===== src/rtl/intack_pkg.sv =====
// Package: shared constants and the pulse-phase type of the acknowledge sequencer.
// Assumes an 8-bit data bus.
package intack_pkg;
    localparam int          BYTE_W      = 8;
    localparam logic [7:0]  CALL_OPCODE = 8'hCD;

    // Number of acknowledge rises already accepted in the current sequence.
    typedef enum logic [1:0] {
        PH_IDLE  = 2'd0,
        PH_ONE   = 2'd1,
        PH_TWO   = 2'd2,
        PH_THREE = 2'd3
    } phase_e;
endpackage


===== src/rtl/ack_edge_detect.sv =====
// Module: ack_edge_detect
// Registers a bundle of level inputs and flags rising and falling edges one
// sample after they occur. Assumes the inputs are already synchronous to clk.
module ack_edge_detect #(
    parameter int W = 1
) (
    input  logic         clk,
    input  logic         rst_n,
    input  logic [W-1:0] sig_in,
    output logic [W-1:0] sig_q,
    output logic [W-1:0] rise,
    output logic [W-1:0] fall
);
    // Sample register, cleared by reset.
    always_ff @(posedge clk) begin
        if (!rst_n) sig_q <= '0;
        else        sig_q <= sig_in;
    end

    // Edge flags from the current input against the last sample.
    always_comb begin
        rise = sig_in & ~sig_q;
        fall = ~sig_in & sig_q;
    end
endmodule


===== src/rtl/ack_phase_ctrl.sv =====
// Module: ack_phase_ctrl
// Counts acknowledge pulses, latches the winning line and the bus mode on the
// first pulse and returns to idle after the final pulse of that mode.
// Assumes rise and fall come from ack_edge_detect, so they never coincide.
module ack_phase_ctrl
    import intack_pkg::*;
#(
    parameter int IDX_W = 3
) (
    input  logic             clk,
    input  logic             rst_n,
    input  logic             rise,
    input  logic             fall,
    input  logic             irq_active,
    input  logic [IDX_W-1:0] win_idx,
    input  logic             mode_three,
    output phase_e           phase_q,
    output phase_e           rise_num,
    output logic             first_take,
    output logic             take,
    output logic             last_fall,
    output logic [IDX_W-1:0] idx_eff,
    output logic             mode_eff,
    output logic [IDX_W-1:0] idx_q
);
    logic   mode_q;
    phase_e last_num;
    logic   more_take;

    // Decide which edges are accepted and which line/mode apply to this pulse.
    always_comb begin
        last_num   = mode_q ? PH_THREE : PH_TWO;
        first_take = rise && (phase_q == PH_IDLE) && irq_active;
        more_take  = rise && (phase_q != PH_IDLE) && (phase_q != last_num);
        take       = first_take || more_take;
        last_fall  = fall && (phase_q != PH_IDLE) && (phase_q == last_num);
        rise_num   = phase_q;
        idx_eff    = first_take ? win_idx    : idx_q;
        mode_eff   = first_take ? mode_three : mode_q;
    end

    // Pulse counter with line and mode latches.
    always_ff @(posedge clk) begin
        if (!rst_n) begin
            phase_q <= PH_IDLE;
            idx_q   <= '0;
            mode_q  <= 1'b0;
        end else begin
            if (first_take) begin
                idx_q  <= win_idx;
                mode_q <= mode_three;
            end
            if (take)
                phase_q <= phase_e'(phase_q + 2'd1);
            else if (last_fall)
                phase_q <= PH_IDLE;
        end
    end

    AST_TWO_MODE_STOPS: assert property (@(posedge clk) disable iff (!rst_n)
        (phase_q == PH_THREE) |-> mode_q);
    AST_IDLE_AFTER_LAST: assert property (@(posedge clk) disable iff (!rst_n)
        last_fall |=> (phase_q == PH_IDLE));
    AST_LINE_HELD: assert property (@(posedge clk) disable iff (!rst_n)
        (phase_q != PH_IDLE) |=> (idx_q == $past(idx_q)));
endmodule


===== src/rtl/ack_byte_mux.sv =====
// Module: ack_byte_mux
// Forms the byte returned for a given pulse number and mode, and says whether
// that pulse returns data at all. Purely combinational.
// Assumes IDX_W + VEC_SHIFT < BYTE_W.
module ack_byte_mux
    import intack_pkg::*;
#(
    parameter int IDX_W     = 3,
    parameter int VEC_SHIFT = 2
) (
    input  phase_e             rise_num,
    input  logic               mode_three,
    input  logic [IDX_W-1:0]   line,
    input  logic [BYTE_W-1:0]  init_word1,
    input  logic [BYTE_W-1:0]  init_word2,
    output logic [BYTE_W-1:0]  byte_val,
    output logic               has_data
);
    localparam int LOW_KEEP = BYTE_W - IDX_W - VEC_SHIFT;

    logic [BYTE_W-1:0] addr_low;
    logic [BYTE_W-1:0] vec_num;

    // Address low byte: kept upper bits, line number, vector spacing.
    always_comb begin
        addr_low = {init_word1[BYTE_W-1 -: LOW_KEEP], line, {VEC_SHIFT{1'b0}}};
        vec_num  = {init_word2[BYTE_W-1:IDX_W], line};
    end

    // Per-pulse byte selection for both bus modes.
    always_comb begin
        byte_val = '0;
        has_data = 1'b0;
        if (mode_three) begin
            has_data = 1'b1;
            case (rise_num)
                PH_IDLE: byte_val = CALL_OPCODE;
                PH_ONE:  byte_val = addr_low;
                PH_TWO:  byte_val = init_word2;
                default: has_data = 1'b0;
            endcase
        end else if (rise_num == PH_ONE) begin
            has_data = 1'b1;
            byte_val = vec_num;
        end
    end
endmodule


===== src/rtl/irq_state_regs.sv =====
// Module: irq_state_regs
// Holds the pending and in-service registers. Pending bits set on request
// edges and clear when taken. In-service bits set when taken and clear on an
// automatic or explicit end-of-interrupt.
// Assumes at most one take and one of each clear per cycle.
module irq_state_regs #(
    parameter int N_LINES = 8,
    parameter int IDX_W   = 3
) (
    input  logic               clk,
    input  logic               rst_n,
    input  logic [N_LINES-1:0] req_rise,
    input  logic               take_en,
    input  logic [IDX_W-1:0]   take_idx,
    input  logic               aeoi_en,
    input  logic [IDX_W-1:0]   aeoi_idx,
    input  logic               eoi_en,
    input  logic [IDX_W-1:0]   eoi_idx,
    output logic [N_LINES-1:0] pend_q,
    output logic [N_LINES-1:0] isr_q
);
    logic [N_LINES-1:0] take_mask, aeoi_mask, eoi_mask;

    // One-hot decode of each update request.
    always_comb begin
        take_mask = '0;
        aeoi_mask = '0;
        eoi_mask  = '0;
        for (int i = 0; i < N_LINES; i++) begin
            take_mask[i] = take_en && (take_idx == IDX_W'(i));
            aeoi_mask[i] = aeoi_en && (aeoi_idx == IDX_W'(i));
            eoi_mask[i]  = eoi_en  && (eoi_idx  == IDX_W'(i));
        end
    end

    // Register update per line: clears first, then sets.
    generate
        for (genvar g = 0; g < N_LINES; g++) begin : g_line
            always_ff @(posedge clk) begin
                if (!rst_n) begin
                    pend_q[g] <= 1'b0;
                    isr_q[g]  <= 1'b0;
                end else begin
                    pend_q[g] <= (pend_q[g] & ~take_mask[g]) | req_rise[g];
                    isr_q[g]  <= (isr_q[g] & ~aeoi_mask[g] & ~eoi_mask[g]) | take_mask[g];
                end
            end
        end
    endgenerate

    AST_ISR_SET_ON_TAKE: assert property (@(posedge clk) disable iff (!rst_n)
        take_en |=> ((isr_q & $past(take_mask)) == $past(take_mask)));
    AST_PEND_CLR_ON_TAKE: assert property (@(posedge clk) disable iff (!rst_n)
        (take_en && ((req_rise & take_mask) == '0)) |=> ((pend_q & $past(take_mask)) == '0));
    AST_AEOI_CLEARS: assert property (@(posedge clk) disable iff (!rst_n)
        (aeoi_en && ((take_mask & aeoi_mask) == '0)) |=> ((isr_q & $past(aeoi_mask)) == '0));
    AST_EOI_CLEARS: assert property (@(posedge clk) disable iff (!rst_n)
        (eoi_en && ((take_mask & eoi_mask) == '0)) |=> ((isr_q & $past(eoi_mask)) == '0));
endmodule


===== src/rtl/intack_seq.sv =====
// Module: intack_seq (top)
// Acknowledge-pulse sequencer of an interrupt controller: detects acknowledge
// edges, steps through the pulses of the selected bus mode, updates pending and
// in-service registers and registers the byte and drive enable for each pulse.
// Assumes all inputs are synchronous to clk and pulses span whole clocks.
module intack_seq
    import intack_pkg::*;
#(
    parameter int N_LINES   = 8,
    parameter int VEC_SHIFT = 2,
    localparam int IDX_W    = $clog2(N_LINES)
) (
    input  logic               clk,
    input  logic               rst_n,
    input  logic [N_LINES-1:0] req_in,
    input  logic               irq_active,
    input  logic [IDX_W-1:0]   win_idx,
    input  logic               ack_in,
    input  logic               mode_three,
    input  logic               auto_eoi,
    input  logic [BYTE_W-1:0]  init_word1,
    input  logic [BYTE_W-1:0]  init_word2,
    input  logic               eoi_cmd,
    input  logic [IDX_W-1:0]   eoi_line,
    output logic [BYTE_W-1:0]  data_out,
    output logic               data_oe,
    output logic [N_LINES-1:0] pend_q,
    output logic [N_LINES-1:0] isr_q
);
    logic               ack_q, ack_rise, ack_fall;
    logic [N_LINES-1:0] req_q, req_rise, req_fall;
    phase_e             phase_q, rise_num;
    logic               first_take, take, last_fall, mode_eff;
    logic [IDX_W-1:0]   idx_eff, idx_q;
    logic [BYTE_W-1:0]  byte_val;
    logic               has_data;

    ack_edge_detect #(.W(1)) u_ack_edge (
        .clk(clk), .rst_n(rst_n), .sig_in(ack_in),
        .sig_q(ack_q), .rise(ack_rise), .fall(ack_fall)
    );

    ack_edge_detect #(.W(N_LINES)) u_req_edge (
        .clk(clk), .rst_n(rst_n), .sig_in(req_in),
        .sig_q(req_q), .rise(req_rise), .fall(req_fall)
    );

    ack_phase_ctrl #(.IDX_W(IDX_W)) u_phase (
        .clk(clk), .rst_n(rst_n), .rise(ack_rise), .fall(ack_fall),
        .irq_active(irq_active), .win_idx(win_idx), .mode_three(mode_three),
        .phase_q(phase_q), .rise_num(rise_num), .first_take(first_take),
        .take(take), .last_fall(last_fall), .idx_eff(idx_eff),
        .mode_eff(mode_eff), .idx_q(idx_q)
    );

    ack_byte_mux #(.IDX_W(IDX_W), .VEC_SHIFT(VEC_SHIFT)) u_mux (
        .rise_num(rise_num), .mode_three(mode_eff), .line(idx_eff),
        .init_word1(init_word1), .init_word2(init_word2),
        .byte_val(byte_val), .has_data(has_data)
    );

    irq_state_regs #(.N_LINES(N_LINES), .IDX_W(IDX_W)) u_regs (
        .clk(clk), .rst_n(rst_n), .req_rise(req_rise),
        .take_en(first_take), .take_idx(win_idx),
        .aeoi_en(last_fall && auto_eoi), .aeoi_idx(idx_q),
        .eoi_en(eoi_cmd), .eoi_idx(eoi_line),
        .pend_q(pend_q), .isr_q(isr_q)
    );

    // Bus output register: load on an accepted rise, drop on any fall.
    always_ff @(posedge clk) begin
        if (!rst_n) begin
            data_out <= '0;
            data_oe  <= 1'b0;
        end else if (take) begin
            data_out <= has_data ? byte_val : '0;
            data_oe  <= has_data;
        end else if (ack_fall) begin
            data_out <= '0;
            data_oe  <= 1'b0;
        end
    end

    AST_OE_INSIDE_PULSE: assert property (@(posedge clk) disable iff (!rst_n)
        data_oe |-> ack_q);
    AST_QUIET_WHEN_OFF: assert property (@(posedge clk) disable iff (!rst_n)
        !data_oe |-> (data_out == '0));
    AST_CALL_ON_FIRST: assert property (@(posedge clk) disable iff (!rst_n)
        (first_take && mode_three) |=> (data_oe && data_out == CALL_OPCODE));
    AST_TWO_FIRST_SILENT: assert property (@(posedge clk) disable iff (!rst_n)
        (first_take && !mode_three) |=> !data_oe);
    AST_IDLE_PULSE_IGNORED: assert property (@(posedge clk) disable iff (!rst_n)
        (ack_rise && phase_q == PH_IDLE && !irq_active) |=> (!data_oe && phase_q == PH_IDLE));
endmodule


===== config.mk =====
export PLATFORM = sky130hd
export DESIGN_NAME = intack_seq
export DESIGN_NICKNAME = d
export VERILOG_FILES = /design/src/rtl/intack_pkg.sv /design/src/rtl/ack_edge_detect.sv /design/src/rtl/ack_phase_ctrl.sv /design/src/rtl/ack_byte_mux.sv /design/src/rtl/irq_state_regs.sv /design/src/rtl/intack_seq.sv
export SDC_FILE = /design/constraint.sdc
export NUM_CORES = 1
export LEC_CHECK = 0
export ABC_AREA = 1
export BUFFER_PORTS_ARGS = -buffer_cell sky130_fd_sc_hd__buf_2
export CAP_MARGIN = 25
export CORE_UTILIZATION = 35
export CTS_CLUSTER_DIAMETER = 50
export DETAILED_ROUTE_END_ITERATION = 6
export PLACE_DENSITY = 0.56
export SLEW_MARGIN = 10
export SYNTH_ARGS = -nofsm -noshare
export SYNTH_HDL_FRONTEND = slang
export SYNTH_SLANG_ARGS = --single-unit

===== constraint.sdc =====
create_clock -name clk -period 2.2 [get_ports clk]
set_input_delay 0.11 -clock clk [delete_from_list [all_inputs] [get_ports clk]]
set_output_delay 0.11 -clock clk [all_outputs]
set_load 0.05 [all_outputs]

After elaboration in Yosys (flattened, before gate mapping)
Cells that the tools add are included.
W data, S select, Z words.
{ "op_classes": {"addsub": 1, "eq_ne": 25, "muxes": 16, "n_bitwise": 70, "n_reduce_logical": 40} }
{ "ops": {"columns": ["cell", "n"], "rows": [
  ["$mux W8", 5],
  ["$eq A3 B3 Y1 const B", 12],
  ["$logic_and A1 B1 Y1", 31],
  ["$and A1 B1 Y1", 26],
  ["$not A1 Y1", 26],
  ["$pmux W8 S3", 1],
  ["$eq A3 B2 Y1 const B", 6],
  ["$or A1 B1 Y1", 16],
  ["$eq A3 B1 Y1 const B", 3],
  ["$logic_not A3 Y1", 3],
  ["$and A8 B8 Y8", 1],
  ["$not A8 Y8", 1],
  ["$mux W1", 7],
  ["$reduce_bool A2 Y1", 3],
  ["$mux W2", 2],
  ["$mux W3", 1],
  ["$reduce_or A3 Y1", 1],
  ["$add A2 B1 Y2 const B", 1],
  ["$eq A2 B1 Y1 const B", 1],
  ["$eq A2 B2 Y1", 1],
  ["$eq A2 B2 Y1 const B", 1],
  ["$logic_not A2 Y1", 1],
  ["$ne A2 B2 Y1", 1],
  ["$logic_or A1 B1 Y1", 1]
]} }
{ "totals": {"regBits": 40, "input_bits": 37, "output_inout_bits": 25, "wordCells": 175} }

Logic depth before layout (Yosys ltp)
{ "depth": {"ltp_word": 10, "ltp_mapped": 13, "depth_no_buf": 12} }

Hierarchy
Synthesis repeated with hierarchy kept, for this count alone.
{ "hier_totals": {"cells_unflattened": 319, "area_unflattened_um2": 2048.2} }
{ "modules_own_cells": {"columns": ["module", "instances", "cells_per_inst", "area_per_inst_um2", "seq_area_each_um2"], "rows": [
  ["irq_state_regs", 1, 107, 700.7, 320.3],
  ["ack_phase_ctrl", 1, 54, 371.6, 120.1],
  ["intack_seq", 1, 42, 352.8, 180.2],
  ["ack_edge_detect (u_req_edge)", 1, 57, 345.3, 160.2],
  ["ack_byte_mux", 1, 52, 232.7, 0.0],
  ["ack_edge_detect (u_ack_edge)", 1, 7, 45.0, 20.0]
]} }

Least setup slack after synthesis
Ideal clock, no wire load.
{ "synth_timing": {"path_type": "register to register", "start": "register u_phase.phase_q[0]", "end": "register data_out[5]", "setup_ns": 0.129, "arrival_time_ns": 1.503, "t_required_ns": 2.071, "path_slack_ns": 0.568, "path_stages_with_launch": 12, "n_path_buf": 0, "cell_sequence": "dfxtp_1 inv_2 ha_1 inv_1 nor2_1 nor2_2 nand2_2 nand2_1 clkinv_1 nand2_1 o21a_1 nor2_1"} }
{ "synth_via": {"elab_chain_cells": 7} }
{ "synth_lines": {"columns": ["item", "line", "source"], "rows": [
  ["from (decl)", "ack_phase_ctrl.sv:17", "output phase_e phase_q,"],
  ["from (signal assigned)", "ack_phase_ctrl.sv:54", "phase_q <= phase_e'(phase_q + 2'd1);"],
  ["parallel branches: the longest is 7 deep, another holds $mux W8", null, null],
  ["to (signal assigned)", "intack_seq.sv:76", "data_out <= has_data ? byte_val : '0;"],
  ["to (decl)", "intack_seq.sv:25", "output logic [BYTE_W-1:0] data_out,"]
]} }
Parallel ways; which one is timed is not known.
A chain may end at the register's enable or synchronous reset.

Final worst setup path
{ "layout_timing": {"start": "register u_phase.phase_q[0]", "end": "register data_out[6]"} }
Same word-level chain as after synthesis.

==> run_results.csv <==
group,metric,value,unit
timing,rsz0062_at_grt,"false",
floorplan,dieArea,5920,um^2
floorplan,die_w,76.9,um
detailed_routing,wl_per_cell,11.1,um
timing,slew_headroom,0.501,
timing,min_period_over_period,0.883,
place,io_buffer_count,56,
synthesis,synth_cell_types,33,
floorplan,die_y,76.9,um
layout,area_delta_synth_final,26.5,%
timing,hold_viol,0,
power_and_ir_drop,p_seq_frac,0.449,
synthesis,synth_cells,281,
power_and_ir_drop,p_int,0.00121,W
cts,postCtsSetupRepairBufs,0,
detailed_routing,ant_nets,0,
timing,slew_viol_final,0,
cts,clkLatencyLatePin,300,ps
layout,layout-drive-gt1-share,0.243,
detailed_routing,drt-initial-drc-count,95,
setup_path,cp_top_family,"simple AND/OR/NAND/NOR gates",
synthesis,synth_area_leaders,"dfxtp_1 41%, nand2_1 15%, nand3_1 7.1%",
grt,antenna_found_initial,0,
cts,path_clk_slew,90,ps
run_status,status,"completed",
place,dp.cells,402,
power_and_ir_drop,p_sw,0.000534,W
synthesis,avgSynthCellArea,7.00,um^2
detailed_routing,first_pass_iters,4,
synthesis,synth-edff-count,0,
power_and_ir_drop,p_per_area,701,nW/um^2
synthesis,syn_nets,322,
power_and_ir_drop,leakage,1.25,nW
power_and_ir_drop,pwr-share-clk,0.357,
layout,layout_common_cells,"78 x nand2_1, 56 x buf_2, 40 x dfxtp_1, 33 x inv_1, 28 x nand3_1",
cts,cts_max_path_buffers,2,
timing,finalSetupViolations,0,
setup_path,cp_slowest_cell,"dfxtp_1",
place,place.gp.congestion,0.822,
timing,clock_skew,9.17,ps
setup_path,critPathArrivalTime,2100,ps
cts,cts_made_buffers,5,
floorplan,core-area,5270,um^2
cts,cts_tree,"yes",
power_and_ir_drop,peakVddDrop,0.434,mV
synthesis,seq_area_frac_synth,0.407,
layout,nets,386,
timing,setup_tns,0,ps
detailed_routing,vias,1885,
layout,fillerInstances,586,
setup_path,startpoint_type,"flip-flop",
cts,clock-sinks,40,
floorplan,rows,26,
synthesis,ys_seq_elements,40,
grt,overflow,0,
synthesis,synth_top_area_cell,"dfxtp_1",
grt,grt_pass1_wl,8220,um
cts,ctsResizeCount,0,
detailed_routing,viasPerCell,4.53,
floorplan,start_util,0.373,
floorplan,io_pins,62,
setup_path,end_kind,"flip-flop",
setup_path,cp_num_buf_inv,3,
place,hpwl,3530,um
detailed_routing,wl,4630,um
synthesis,synth_warnings,0,
setup_path,cp_max_fo,9,
power_and_ir_drop,p_comb_frac,0.193,
cts,cts-root-buf,"clkbuf_8",
setup_path,crit_path_cell_trace,"inv_2, ha_1, inv_1, nor2_1, nor2_2, nand2_2, nand2_1, clkinv_1, nand2_1, o21a_1, nor2_1",
synthesis,synthesis.area,1970,um^2
place,pre_cts_slack,225,ps
grt,grtUsageTotal,0.177,
layout,final_cells,416,
layout,mostFrequentLayoutCell,"nand2_1",
layout,antennaDiodeCount,0,
synthesis,async_reset_ff_frac,0,
setup_path,cpPeakStageDelay,440,ps
cts,htreeDepth,2,
detailed_routing,drc,0,
timing,holdWs,3.51,ps
power_and_ir_drop,power,0.00174,W
flow_run,drv_cap,0,
timing,tightest_slew,748,ps
timing,timing.final.ws_setup,258,ps
synthesis,synth_ff_type,"dfxtp_1",
power_and_ir_drop,p_sw_frac,0.306,
grt,grt_pass1_vias,1836,
setup_path,critPathKind,"flip-flop to flip-flop",
timing,finalCriticalPeriod,1940,ps
synthesis,synth_top_area_frac,0.407,
hold_path,holdCritPathClass,"input pin to flip-flop",
timing,fmax,515,MHz
setup_path,required,2360,ps
grt,grt_max_degree,23,
==> metrics by stage <==
stage	utilization	area [um^2]
6_report	0.472	2490
5_1_grt	0.472	2490
4_1_cts	0.472	2490
3_5_place_dp	0.439	2310
3_3_place_gp	0.439	2310
2_1_floorplan	-	1970
==> per-layer routing <==
| metal | global-route usage | up-vias | wire length (um) |
|---|---|---|---|
| met3 | 0.0393 | 6 | 177 |
| met2 | 0.287 | 38 | 2100 |
| met5 | 0 | - | 0 |
| li1 | - | 1027 | - |
| met4 | 0.0750 | 0 | 82 |
| met1 | 0.224 | 814 | 2280 |
==> sequential cells by signal (all words and copies together), names as in the netlist <==
register	cells
data_out	8
u_regs.isr_q	8
u_regs.pend_q	8
u_req_edge.sig_q	8
u_phase.idx_q	3
u_phase.phase_q	2
data_oe	1
u_ack_edge.sig_q	1
u_phase.mode_q	1
==> worst register-to-register path: stages, from the launching register on <==
cell      delay (ps)
dfxtp_1          440
inv_2            100
ha_1             270
inv_1            140
nor2_1            70
nor2_2           110
nand2_2          100
nand2_1           70
clkinv_1         230
nand2_1          140
o21a_1           120
nor2_1            30
==> cell type report <==
| class | instances | area, um^2 | share of cell area |
|---|---|---|---|
| clock inverters | 3 | 46.3 | 0.0186 |
| multi-input cells | 197 | 991 | 0.399 |
| flip-flops and latches | 40 | 801 | 0.322 |
| clock buffers | 5 | 68.8 | 0.0277 |
| well taps | 70 | 87.6 | 0.0352 |
| inverters | 38 | 144 | 0.0579 |
| repair buffers | 63 | 348 | 0.140 |
==> power groups by stage <==
stage,sequential (W),clock (W),combinational [W]
after floorplan,0.000874,0,0.000169
after global routing,0.000789,0.000677,0.000377
final,0.000784,0.000623,0.000337
after detailed placement,0.000801,0,0.000332
after global placement,0.000800,0,0.000330
after CTS,0.000784,0.000643,0.000341
==> Yosys cell counts, drive strengths merged, types with 2 or more instances <==
library cell and number:
a21o 4, a21oi 17, a31oi 3, buf 2, clkbuf 4, clkinv 2
dfxtp 40, ha 4, inv 36, nand2 85, nand3 28, nand4 3
nor2 22, nor3 6, o21a 3, o21ai 16
==> cells by family (layout without fill, tap and decap cells) <==
family                     after synthesis  count (layout)  share of synthesized area
adders and majority gates                4               4                     0.0255
DFF                                     40              40                      0.407
and+or+nand+nor                        147             147                      0.343
buffers and inverters                   44             109                     0.0885
AOI/OAI and AO/OA                       46              46                      0.136
==> final timing paths <==
| path | slack, ps | startpoint | cells after the start | to |
|---|---|---|---|---|
| worst min register to register | 420 | u_req_edge.sig_q[6] | 1 | u_regs.pend_q[6] |
| worst min-delay path | 4 | req_in[0] | 3 | u_req_edge.sig_q[0] |
| worst max-delay path | 260 | u_phase.phase_q[0] | 11 | data_out[6] |
| worst max register to register | 260 | u_phase.phase_q[0] | 11 | data_out[6] |
==> repair_timing <==
item	in CTS	in global routing
hold buffers	6	0
endpoints found under the hold margin	6	0
endpoints found under the setup margin	0	0
No activity file was read; power rests on OpenSTA's default activity.
